**config.mk**
```make
export PLATFORM = sky130hd
export DESIGN_NAME = hrpwm_front
export DESIGN_NICKNAME = d
export VERILOG_FILES = /design/src/rtl/hrpwm_pkg.sv /design/src/rtl/hrpwm_coarse_cnt.sv /design/src/rtl/hrpwm_period_hold.sv /design/src/rtl/hrpwm_strobe_gen.sv /design/src/rtl/hrpwm_front.sv
export SDC_FILE = /design/constraint.sdc
export NUM_CORES = 1
export LEC_CHECK = 0
export BUFFER_PORTS_ARGS = -buffer_cell sky130_fd_sc_hd__buf_2
export CAP_MARGIN = 20
export CORE_UTILIZATION = 46
export DETAILED_ROUTE_END_ITERATION = 16
export GPL_TIMING_DRIVEN = 0
export PLACE_DENSITY = 0.74
export SYNTH_ARGS = -nofsm -noshare
export SYNTH_HDL_FRONTEND = slang
export SYNTH_SLANG_ARGS = --single-unit
export TNS_END_PERCENT = 100
```
**constraint.sdc**
```tcl
create_clock -name clk -period 1.7 [get_ports clk]
set_clock_uncertainty 0.1 [all_clocks]
set_input_delay 0.34 -clock clk [delete_from_list [all_inputs] [get_ports clk]]
set_output_delay 0.34 -clock clk [all_outputs]
set_load 0.005 [all_outputs]
```
**src/rtl/hrpwm_pkg.sv**
```systemverilog
package hrpwm_pkg;
  // Width of the tap code port on the delay element (32 taps per counter clock).
  localparam int TAP_W = 5;
  localparam int TAP_N = 1 << TAP_W;

  typedef struct packed {
    logic set;
    logic clr;
  } strobe_t;

  // Map a raw fine code onto a usable span of taps: floor(raw * span / 32).
  function automatic logic [TAP_W-1:0] scale_code(input logic [TAP_W-1:0] raw,
                                                  input int unsigned span);
    int unsigned prod;
    prod = int'(raw) * span;
    return TAP_W'(prod >> TAP_W);
  endfunction

  // Coarse comparison: does the counter match the held upper duty bits.
  function automatic logic coarse_hit(input logic [15:0] cnt, input logic [15:0] upper);
    return cnt == upper;
  endfunction
endpackage

```
**src/rtl/hrpwm_coarse_cnt.sv**
```systemverilog
module hrpwm_coarse_cnt #(
  parameter int CNT_W = 3
) (
  input  logic             clk,
  input  logic             rst_n,
  output logic [CNT_W-1:0] cnt,
  output logic             last_cnt
);
  localparam logic [CNT_W-1:0] CNT_MAX = '1;

  always_ff @(posedge clk or negedge rst_n) begin
    if (!rst_n) cnt <= '0;
    else        cnt <= cnt + 1'b1;
  end

  assign last_cnt = (cnt == CNT_MAX);
endmodule

```
**src/rtl/hrpwm_period_hold.sv**
```systemverilog
module hrpwm_period_hold
  import hrpwm_pkg::*;
#(
  parameter int CNT_W     = 3,
  parameter int FINE_SPAN = 32
) (
  input  logic                   clk,
  input  logic                   rst_n,
  input  logic                   last_cnt,
  input  logic [CNT_W+TAP_W-1:0] duty_cmd,
  output logic [CNT_W-1:0]       upper_q,
  output logic                   nonzero_q,
  output logic [TAP_W-1:0]       code_q,
  output logic                   load_q
);
  logic [TAP_W-1:0] raw_fine;
  logic [TAP_W-1:0] fine_mapped;

  assign raw_fine = duty_cmd[TAP_W-1:0];

  generate
    if (FINE_SPAN >= TAP_N) begin : g_full_span
      assign fine_mapped = raw_fine;
    end else begin : g_reduced_span
      assign fine_mapped = scale_code(raw_fine, FINE_SPAN);
    end
  endgenerate

  // Capture the whole command only at the period boundary.
  always_ff @(posedge clk or negedge rst_n) begin
    if (!rst_n) begin
      upper_q   <= '0;
      nonzero_q <= 1'b0;
      code_q    <= '0;
      load_q    <= 1'b0;
    end else begin
      load_q <= last_cnt;
      if (last_cnt) begin
        upper_q   <= duty_cmd[CNT_W+TAP_W-1:TAP_W];
        nonzero_q <= |duty_cmd;
        code_q    <= fine_mapped;
      end
    end
  end
endmodule

```
**src/rtl/hrpwm_strobe_gen.sv**
```systemverilog
module hrpwm_strobe_gen
  import hrpwm_pkg::*;
#(
  parameter int CNT_W = 3
) (
  input  logic             clk,
  input  logic             rst_n,
  input  logic [CNT_W-1:0] cnt,
  input  logic [CNT_W-1:0] upper_q,
  input  logic             nonzero_q,
  output strobe_t          strobe_q
);
  strobe_t strobe_d;

  always_comb begin
    strobe_d.set = (cnt == '0) && nonzero_q;
    strobe_d.clr = coarse_hit(16'(cnt), 16'(upper_q));
  end

  // Registering removes comparator glitches before the latch and delay line.
  always_ff @(posedge clk or negedge rst_n) begin
    if (!rst_n) strobe_q <= '0;
    else        strobe_q <= strobe_d;
  end
endmodule

```
**src/rtl/hrpwm_front.sv**
```systemverilog
module hrpwm_front
  import hrpwm_pkg::*;
#(
  parameter int CNT_W     = 3,
  parameter int FINE_SPAN = 32
) (
  input  logic                   clk,
  input  logic                   rst_n,
  input  logic [CNT_W+TAP_W-1:0] duty_cmd,
  output logic [CNT_W-1:0]       coarse_cnt,
  output logic                   set_pulse,
  output logic                   clr_pulse,
  output logic [TAP_W-1:0]       tap_code,
  output logic                   tap_load
);
  logic             last_cnt;
  logic [CNT_W-1:0] upper_q;
  logic             nonzero_q;
  strobe_t          strobe_q;

  hrpwm_coarse_cnt #(.CNT_W(CNT_W)) cnt_i (
    .clk      (clk),
    .rst_n    (rst_n),
    .cnt      (coarse_cnt),
    .last_cnt (last_cnt)
  );

  hrpwm_period_hold #(.CNT_W(CNT_W), .FINE_SPAN(FINE_SPAN)) hold_i (
    .clk       (clk),
    .rst_n     (rst_n),
    .last_cnt  (last_cnt),
    .duty_cmd  (duty_cmd),
    .upper_q   (upper_q),
    .nonzero_q (nonzero_q),
    .code_q    (tap_code),
    .load_q    (tap_load)
  );

  hrpwm_strobe_gen #(.CNT_W(CNT_W)) strobe_i (
    .clk       (clk),
    .rst_n     (rst_n),
    .cnt       (coarse_cnt),
    .upper_q   (upper_q),
    .nonzero_q (nonzero_q),
    .strobe_q  (strobe_q)
  );

  assign set_pulse = strobe_q.set;
  assign clr_pulse = strobe_q.clr;
endmodule

```
## After elaboration in Yosys (flattened, before gate mapping)

Index checks and enable logic that the tools add are counted.

- Input port bits: 10
- Flip-flop bits (word level): 15

- Reductions and logical operators: 3
- Add/sub/neg operators: 1
- Equality and inequality tests: 2

Operator list:

| kind | number |
|---|---|
| OR reduction 8 bit | 1 |
| adder 3 x 1 -> 3 bit (second input constant) | 1 |
| equality test 3 bit | 1 |
| equality test 3 bit (second input constant) | 1 |
| zero test 3 bit | 1 |
| logical AND 1 bit | 1 |

## Depth between registers and ports, before layout

Gate-level depths: netlist of the first run.

- Depth in word-level cells: 2
- Gate-level depth with buffers: 5
- Depth with buffers taken out: 4

## Hierarchy

Synthesis of the first run repeated with hierarchy kept, for this count alone.

- Cells, all modules: 37
- Area total of the unflattened synthesis: 599.3 um2

Modules (own cells, without submodules):

| module | area each (um2) | cells each | instances |
|---|---|---|---|
| hrpwm_period_hold | 394.1 | 24 | 1 |
| hrpwm_coarse_cnt | 103.8 | 6 | 1 |
| hrpwm_strobe_gen | 101.3 | 7 | 1 |

## Worst setup path before layout of the first run

OpenSTA, ideal clock, no wires.

- Kind: register to register
- Start point: register cnt_i.cnt[0]
- End point: register hold_i.code_q[0]
- Stages on the path, launching flop included: 5
- Setup time: 0.125 ns
- Buffers on the path: 1
- Slack: 0.236 ns
- Period minus slack after synthesis: 1.464 ns
- Data arrival time: 1.239 ns
- Path through: dfrtp_1 -> ha_1 -> ha_1 -> buf_6 -> mux2_4

- Cells in the longest elaborated chain, start to end: 1

Ends and longest elaborated chain:

| what | RTL line | text |
|---|---|---|
| from (decl) | hrpwm_coarse_cnt.sv:6 | `output logic [CNT_W-1:0] cnt,` |
| from (signal assigned) | hrpwm_coarse_cnt.sv:13 | `else cnt <= cnt + 1'b1;` |
| equality test 3 bit | hrpwm_coarse_cnt.sv:16 | `assign last_cnt = (cnt == CNT_MAX);` |
| to (signal assigned) | hrpwm_period_hold.sv:41 | `code_q <= fine_mapped;` |
| to (decl) | hrpwm_period_hold.sv:13 | `output logic [TAP_W-1:0] code_q,` |

No other way between the ends.
A chain may end at the register's enable or synchronous reset.

## Worst setup path in the final report of the first run

- Start point: register cnt_i.cnt[0]
- End point: register hold_i.code_q[3]

The elaborated chain is that of the path after synthesis.

==> impl_metrics.yaml, run 1 <==
timing:
  setup_viol: 0
  tns_ps: 0
  min_period_ps: 1527
  min_period_over_period_pct: 89.85
  rsz0062_at_grt: "false"
  hold_violations: 0
  worst_slack_ps: 172.6
  worstMarginPinSlew_ps: 315.6
  max_slew_margin_pct: 78.77
  slew_violations: 0
  fmax_mhz: 654.7
clocking:
  cts.sinks: 15
  cts_inserted_buffers: 3
  clk_pin_slew_ps: 80
  clockRootBuffer: "clkbuf_4"
  postCtsHoldBufs: 1
  cts_buffer_depth: 2
  cts-resized-gates: 0
  insertion_delay_ps: 280
  post_cts_buffers: 0
  cts_max_level: 1
  cts_tree: "built"
critical_path:
  endpoint_kind: "register"
  crit_required_ps: 1770
  crit_start: "cnt_i.cnt[0]$_DFF_PN0_"
  start_kind: "register"
  worstPathCellList: "ha_1 -> ha_1 -> buf_6 -> mux2_4"
  path_class: "reg -> reg"
  r2r-start: "cnt_i.cnt[0]$_DFF_PN0_"
  crit_top_cell: "ha_1"
  slowest_stage: "dfrtp_1"
  worstPathArrival_ps: 1600
  worstPathMaxFanout: 10
  slowest_delay_ps: 420
placement:
  dpl_cell_area_sq_um: 749.5
  pre_cts_ws_ps: 179.3
  gp_congestion: 0.6751
  dp_cells: 74
  port_buffers: 20
  dp_hpwl_um: 778.5
die:
  fp.dieW_um: 39.06
  rows: 12
  die-area_sq_mm: 0.001526
  initial_core_util_pct: 53.27
  die_height_um: 39.06
  ios: 21
  core_area_sq_mm: 0.001186
route:
  wire_per_inst_um: 14.18
  dr.pass1.iters: 2
  first_iter_violations: 2
  route.vias.total: 390
  vias_per_cell: 4.937
  drc: 0
  ant_nets: 0
  drt_wl_total_mm: 1.120
cells_and_area:
  stdcell_area_sq_um: 785.8
  drive_above_1_share_pct: 49.23
  nNetsFinal: 80
  n_antenna_cell: 0
  area_growth_pct: 24.36
  finalNonFillerCells: 79
  finish.utilization_pct: 66.24
synth:
  syn_avg_cell_area_sq_um: 15.80
  ys_types: 11
  synth_top_area_share_pct: 59.41
  ys_seq_area_share_pct: 59.41
  synth_most_common_cell: "dfrtp_1"
  synth_area_leader_cell: "dfrtp_1"
  synth_warnings: 0
  synth_flop_cell: "dfrtp_1"
  netlist_area_sq_um: 631.9
  async_flop_share_pct: 100.0
  syn_nets: 54
  yosys-top-cells-count: "15 x dfrtp_1, 8 x mux2_4, 4 x ha_1"
  ys_top_cells_by_area: "dfrtp_1 59%, mux2_4 19%, ha_1 7.9%"
  synth_edf_count: 0
  syn_inst: 40
  synth-seq-cells: 15
run:
  cap_viol_max_count: 0
min_path:
  hold_path_startpoint: "duty_cmd[6]"
  hp-class: "in -> reg"
power_and_ir_drop:
  p_leak_nw: 0.4170
  power_density_mw_per_mm2: 794.3
  peakVddDrop_mv: 0.4857
global_routing:
  grt_pass1_wl_mm: 1.932
  grt.total_usage_pct: 20.80
  grt_pass1_vias: 435
  grt_max_degree: 16
  antenna_found_initial: 0
  grt_overflow: 0
outcome:
  outcome: "finished clean"
-- power by group --
| part | total [mW] | internal (mW) | switching, mW |
|---|---|---|---|
| clock network | 0.202 | 0.0912 | 0.111 |
| registers | 0.374 | 0.367 | 0.00655 |
| logic | 0.0484 | 0.0283 | 0.0202 |
-- worst max-delay path, delay by kind of cell, from the launching register on --
family / cells / cell delay [ps]
fa+ha+maj: 2 / 420
buf+inv: 1 / 150
flops: 1 / 420
mux: 1 / 300
-- worst paths after layout --
| path | end | slack (ps) | cells after the start |
|---|---|---|---|
| max in group asynchronous | hold_i.code_q[3]$_DFFE_PN0N_ | 880 | 2 |
| max reg2reg | hold_i.code_q[3]$_DFFE_PN0N_ | 170 | 4 |
| max | hold_i.code_q[3]$_DFFE_PN0N_ | 170 | 4 |
| min reg2reg | hold_i.code_q[1]$_DFFE_PN0N_ | 410 | 1 |
| min in group asynchronous | strobe_i.strobe_q[1]$_DFF_PN0_ | 370 | 2 |
| min | hold_i.upper_q[1]$_DFFE_PN0N_ | 200 | 2 |
-- cells by family after synthesis --
group / count (synthesis) / share of synthesized area, %
and+or+nand+nor: 5 / 4.555
adders and majority gates: 4 / 7.921
buffers and inverters: 4 / 3.564
DFF: 15 / 59.41
muxes: 8 / 19.01
AOI/OAI and AO/OA: 1 / 1.386
xor gates and xnor gates: 3 / 4.159
-- registers in the layout (all words and copies together), names as in the netlist --
name / flops
hold_i.nonzero_q: 1
cnt_i.cnt: 3
hold_i.upper_q: 3
hold_i.code_q: 5
strobe_i.strobe_q: 2
hold_i.load_q: 1
-- layout by cell type, fill, tap and decap left out --
| master | synthesis | layout |
|---|---|---|
| a41oi_1 | 1 | 1 |
| and3b_1 | 1 | 1 |
| buf_2 | 0 | 20 |
| buf_6 | 1 | 1 |
| clkbuf_1 | 0 | 1 |
| clkbuf_4 | 0 | 3 |
| dfrtp_1 | 15 | 15 |
| dlygate4sd3_1 | 0 | 1 |
| ha_1 | 4 | 4 |
| inv_1 | 3 | 3 |
| mux2_4 | 8 | 8 |
| nor2_1 | 1 | 1 |
| nor3_1 | 2 | 2 |
| nor4_1 | 1 | 1 |
| xor2_1 | 3 | 3 |
-- metal layers --
metal	vias to the layer above	global-route usage, %	share of wire (%)
li1	188	-	-
met1	187	22.34	41
met2	15	34.58	53
met3	0	10.40	5.7
met4	0	7.759	0
met5	-	0	0
-- per-stage QoR --
step | total power [mW] | hold WS [ps]
finish | 0.6241 | 198.8
global route | 0.6593 | 180.4
CTS | 0.6349 | 184.6
detailed placement | 0.4275 | 153.7
global placement | 0.4257 | 153.5
floorplan | 0.3984 | -55.59
-- final cells by class --
type | instances | area [sq um]
plain buffers | 1 | 11.26
multi-input cells | 21 | 234.0
inverters | 3 | 11.26
well taps | 14 | 17.52
fillers | 99 | 400.4
repair buffers | 21 | 110.1
flip-flops and latches | 15 | 375.4
clock buffers | 4 | 26.28
No activity file was read; power rests on OpenSTA's default activity.
==> inputs of run 2 (changes only) <==
--- a/config.mk
+++ b/config.mk
@@ -7,10 +7,13 @@
 export LEC_CHECK = 0
 export BUFFER_PORTS_ARGS = -buffer_cell sky130_fd_sc_hd__buf_2
 export CAP_MARGIN = 20
-export CORE_UTILIZATION = 46
+export CORE_AREA = 2 2 39 41
+export CTS_BUF_LIST = sky130_fd_sc_hd__clkbuf_8
 export DETAILED_ROUTE_END_ITERATION = 16
+export DIE_AREA = 0 0 41 43
 export GPL_TIMING_DRIVEN = 0
-export PLACE_DENSITY = 0.74
+export PLACE_DENSITY = 0.76
+export REMOVE_ABC_BUFFERS = 1
 export SYNTH_ARGS = -nofsm -noshare
 export SYNTH_HDL_FRONTEND = slang
 export SYNTH_SLANG_ARGS = --single-unit
==> constraint.sdc (replaced) <==
create_clock -name clk -period 1.5 [get_ports clk]
set_clock_uncertainty 0.1 [all_clocks]
set_input_delay 0.3 -clock clk [delete_from_list [all_inputs] [get_ports clk]]
set_output_delay 0.3 -clock clk [all_outputs]
set_load 0.005 [all_outputs]
==> run 2 against run 1 <==
  * Worst setup slack worse by 110 ps
  * Hold slack got worse by 2.2 ps
  * Combinational power increased by 11%
  * Routed wire length down 8.0%
  * First-iteration DRC count down 50%
  * Non-clock buffer count decreased by 1
  * Cell count increased by 1.3%
  * Utilization shrank 7.8 points
  * Largest cell class unchanged
==> impl_metrics.yaml, run 2 (synthesis gave the netlist of run 1 again) <==
outcome:
  outcome: "finished clean"
clocking:
  cts_inserted_buffers: 3
  cts_buffer_depth: 2
  insertion_delay_ps: 250
  clockRootBuffer: "clkbuf_8"
  cts.sinks: 15
  cts_tree: "built"
  post_cts_buffers: 0
  cts_max_level: 1
  clk_pin_slew_ps: 60
power_and_ir_drop:
  p_leak_nw: 0.4197
  power_uw: 792.0
  power_density_mw_per_mm2: 979.8
  peakVddDrop_mv: 0.5949
run:
  cap_viol_max_count: 0
global_routing:
  antenna_found_initial: 0
  grt_pass1_vias: 380
  grt_overflow: 0
  grt.total_usage_pct: 14.26
  grt_max_degree: 16
  grt_pass1_wl_mm: 1.580
timing:
  setup_viol: 0
  min_period_over_period_pct: 95.98
  max_slew_margin_pct: 79.25
  holdWs_ps: 196.6
  worstMarginPinSlew_ps: 308.4
  worst_slack_ps: 60.33
  slew_violations: 0
  fmax_mhz: 694.6
  rsz0062_at_grt: "false"
  min_period_ps: 1440
  hold_violations: 0
  tns_ps: 0
route:
  route.vias.total: 387
  ant_nets: 0
  wire_per_inst_um: 12.88
  dr_wl_met3_um: 50
  drc: 0
  first_iter_violations: 1
  met2_length_um: 529
  met1Wirelength_um: 429
  dr.pass1.iters: 3
  drt_wl_total_mm: 1.030
  top_layer: "met4"
  vias_per_cell: 4.838
die:
  die_height_um: 43
  core_area_sq_mm: 0.001384
  rows: 14
  fp.dieW_um: 41
  initial_core_util_pct: 45.66
  ios: 21
  die-area_sq_mm: 0.001763
cells_and_area:
  final_common_cell: "buf_2"
  mostFrequentLayoutCells: "20 x buf_2, 15 x dfrtp_1, 8 x mux2_4, 4 x inv_1"
  n_antenna_cell: 0
  area_growth_pct: 27.92
  nNetsFinal: 79
  largest_reg_flops: 5
  drive_above_1_share_pct: 50.00
  top_regs: "hold_i.code_q (5), cnt_i.cnt (3), hold_i.upper_q (3)"
  finish.utilization_pct: 58.41
  fillCellCount: 119
  top_register: "hold_i.code_q"
critical_path:
  start_kind: "register"
  worstPathMaxFanout: 10
  worstPathArrival_ps: 1460
  crit_required_ps: 1530
  path_class: "reg -> reg"
  endpoint_kind: "register"
placement:
  port_buffers: 20
  pre_cts_ws_ps: -207.7
  gp_congestion: 0.7207
  dp_hpwl_um: 786
min_path:
  hp-class: "in -> reg"
run 2: timing repair:
action,in CTS,in global routing
gates resized for setup,2,0
hold buffers,1,0
endpoints found under the hold margin,15,0
setup endpoints to repair,9,0
run 2: area by class of cell:
class,count,area (sq um),share of cell area [%]
clock buffers,3,41.29,5.108
flip-flops and latches,15,375.4,46.44
repair buffers,21,110.1,13.62
well taps,16,20.02,2.477
inverters,3,11.26,1.393
clock inverters,1,3.754,0.4644
multi-input cells,21,246.5,30.50
run 2: metal layers:
| metal | vias up | GRT usage, % |
|---|---|---|
| li1 | 181 | - |
| met2 | 14 | 21.25 |
| met5 | - | 0 |
| met4 | 0 | 10.00 |
| met1 | 190 | 16.21 |
| met3 | 2 | 4.712 |
run 2: stage by stage:
step           cell area, sq um  instances
2_1_floorplan             620.6         39
3_3_place_gp              740.7         75
3_5_place_dp              740.7         75
4_1_cts                   808.3         80
5_1_grt                   808.3         80
6_report                  808.3         80
run 2: worst paths after layout:
kind | depth (start not counted) | end | slack [ps] | start
worst max register to register | 3 | hold_i.code_q[1]$_DFFE_PN0N_ | 60 | cnt_i.cnt[0]$_DFF_PN0_
worst min-delay path | 2 | hold_i.code_q[0]$_DFFE_PN0N_ | 200 | duty_cmd[0]
max in group asynchronous | 2 | cnt_i.cnt[0]$_DFF_PN0_ | 670 | rst_n
worst max-delay path | 3 | hold_i.code_q[1]$_DFFE_PN0N_ | 60 | cnt_i.cnt[0]$_DFF_PN0_
worst min register to register | 1 | hold_i.code_q[2]$_DFFE_PN0N_ | 410 | hold_i.code_q[2]$_DFFE_PN0N_
min in group asynchronous | 2 | hold_i.upper_q[0]$_DFFE_PN0N_ | 380 | rst_n
run 2: critical path: stages, from the launching register on:
cell     delay (ps)
dfrtp_1         420
ha_1            260
ha_4            230
mux2_4          310
run 2: where the power goes:
part           internal [mW]  total, mW  switching, mW  leakage (nW)
sequential             0.417      0.425        0.00766         0.177
combinational         0.0320     0.0538         0.0218         0.216
clock                  0.181      0.313          0.132        0.0269
total                  0.630      0.792          0.162         0.420
==> inputs of run 3 (changes only) <==
--- a/config.mk
+++ b/config.mk
@@ -13,7 +13,7 @@
 export DIE_AREA = 0 0 41 43
 export GPL_TIMING_DRIVEN = 0
 export PLACE_DENSITY = 0.76
-export REMOVE_ABC_BUFFERS = 1
+export SKIP_LAST_GASP = 1
 export SYNTH_ARGS = -nofsm -noshare
 export SYNTH_HDL_FRONTEND = slang
 export SYNTH_SLANG_ARGS = --single-unit
==> run 3 against run 2 <==
  * Cell count rose by 3.8%
  * Critical path depth up 1
  * Non-clock buffer count is 3 higher
  * Hold slack improved by 5.3 ps
  * Register-to-register slack hardly changed
  * Worst setup slack got worse by 11 ps
  * Sequential cell count is the same
  * Count of clock-buffer cells in the layout did not move
  * Fmax decreased by 0.75%
  * First-iteration DRC count grew to 3.0 times the previous value
  * Via count increased by 6.2%
  * Sequential power is essentially flat
  * Highest routed layer unchanged
==> impl_metrics.yaml, run 3 (synthesis gave the netlist of run 1 again) <==
critical_path:
  worstPathArrival_ps: 1480
  crit_start: "cnt_i.cnt[0]$_DFF_PN0_"
  r2r_setup_slack_ps: 50
  crit_required_ps: 1530
  path_class: "reg -> reg"
  r2r-start: "cnt_i.cnt[0]$_DFF_PN0_"
  worstPathMaxFanout: 10
  start_kind: "register"
  endpoint_kind: "register"
outcome:
  outcome: "finished clean"
placement:
  pre_cts_ws_ps: -19.24
  dpl_cell_area_sq_um: 752.0
  gp_congestion: 0.7025
  dp_cells: 76
  dp_hpwl_um: 774
  port_buffers: 20
route:
  wire_per_inst_um: 13.46
  vias_per_cell: 4.952
  dr.pass1.iters: 2
  first_iter_violations: 3
  route.vias.total: 411
  drt_wl_total_mm: 1.117
  drc: 0
  ant_nets: 0
die:
  initial_core_util_pct: 45.66
  ios: 21
  core_area_sq_mm: 0.001384
  die-area_sq_mm: 0.001763
  fp.dieW_um: 41
  die_height_um: 43
  rows: 14
power_and_ir_drop:
  peakVddDrop_mv: 0.4254
  power_density_mw_per_mm2: 966.5
  p_leak_nw: 0.4360
  power_uw: 798.1
clocking:
  cts_buffer_depth: 2
  cts.sinks: 15
  clk_pin_slew_ps: 60
  insertion_delay_ps: 240
  cts_max_level: 1
  cts_inserted_buffers: 3
  clockRootBuffer: "clkbuf_8"
  cts_tree: "built"
timing:
  worst_slack_ps: 49.45
  min_period_ps: 1451
  worstMarginPinSlew_ps: 333.6
  fmax_mhz: 689.4
  max_slew_margin_pct: 77.76
  setup_viol: 0
  slew_violations: 0
  rsz0062_at_grt: "false"
  holdWs_ps: 201.9
  min_period_over_period_pct: 96.70
  hold_violations: 0
cells_and_area:
  drive_above_1_share_pct: 53.73
  stdcell_area_sq_um: 825.8
  top_regs: "hold_i.code_q (5), cnt_i.cnt (3), hold_i.upper_q (3)"
  mostFrequentLayoutCells: "20 x buf_2, 15 x dfrtp_1, 8 x mux2_4"
  n_antenna_cell: 0
  area_growth_pct: 30.69
  top_register: "hold_i.code_q"
  finalNonFillerCells: 83
  largest_reg_flops: 5
  final_common_cell: "buf_2"
  nNetsFinal: 82
global_routing:
  antenna_found_initial: 0
  grt_max_degree: 16
  grt_overflow: 0
  grt.total_usage_pct: 16.16
  grt_pass1_wl_mm: 1.780
  grt_pass1_vias: 399
min_path:
  hp-class: "in -> reg"
  hold_path_startpoint: "duty_cmd[1]"
run:
  cap_viol_max_count: 0
-- run 3: metal layers --
metal | track usage (%) | part of all wire, % | vias up
met5 | 0 | 0 | -
met4 | 14.00 | 3.5 | 0
met3 | 4.712 | 4.0 | 4
met2 | 23.75 | 50 | 12
met1 | 17.75 | 43 | 202
li1 | - | - | 193
-- run 3: cell type report --
class,instances,area (sq um)
Timing Repair Buffer,23,125.1
Multi-Input combinational cell,21,236.5
Buffer,1,11.26
Inverter,3,11.26
Clock inverter,1,5.005
Clock buffer,3,41.29
Sequential cell,15,375.4
Tap cell,16,20.02
Fill cell,109,558.0
-- run 3: power by group --
part	leakage, nW	switching [mW]	internal [mW]
Combinational	0.234	0.0228	0.0320
Sequential	0.177	0.00711	0.417
Clock	0.0255	0.136	0.184
-- run 3: worst max-delay path, cell delays in order, from the launching register on --
cell and delay (ps):
dfrtp_1 390, ha_2 200, ha_1 180, buf_6 150, mux2_4 300
-- run 3: timing repair --
| action | in CTS | in global routing |
|---|---|---|
| resized for setup | 0 | 1 |
| setup endpoints to repair | 8 | 8 |
| hold endpoints to repair | 15 | 0 |
| buffers inserted | 2 | 0 |
| hold buffers | 1 | 0 |
-- run 3: worst paths after layout --
kind                                                 to  cells after the start
hold / removal             hold_i.code_q[1]$_DFFE_PN0N_                      2
setup / recovery           hold_i.code_q[4]$_DFFE_PN0N_                      4
max in group asynchronous  hold_i.code_q[4]$_DFFE_PN0N_                      2
min in group asynchronous        cnt_i.cnt[0]$_DFF_PN0_                      2
hold reg to reg            hold_i.code_q[2]$_DFFE_PN0N_                      1
setup reg to reg           hold_i.code_q[4]$_DFFE_PN0N_                      4
-- run 3: per-stage QoR --
step,util [%],setup TNS (ps)
after floorplan,-,0
after global placement,54.34,0
after detailed placement,54.34,-123.4
after CTS,59.49,0
after global routing,59.67,0
final,59.67,0
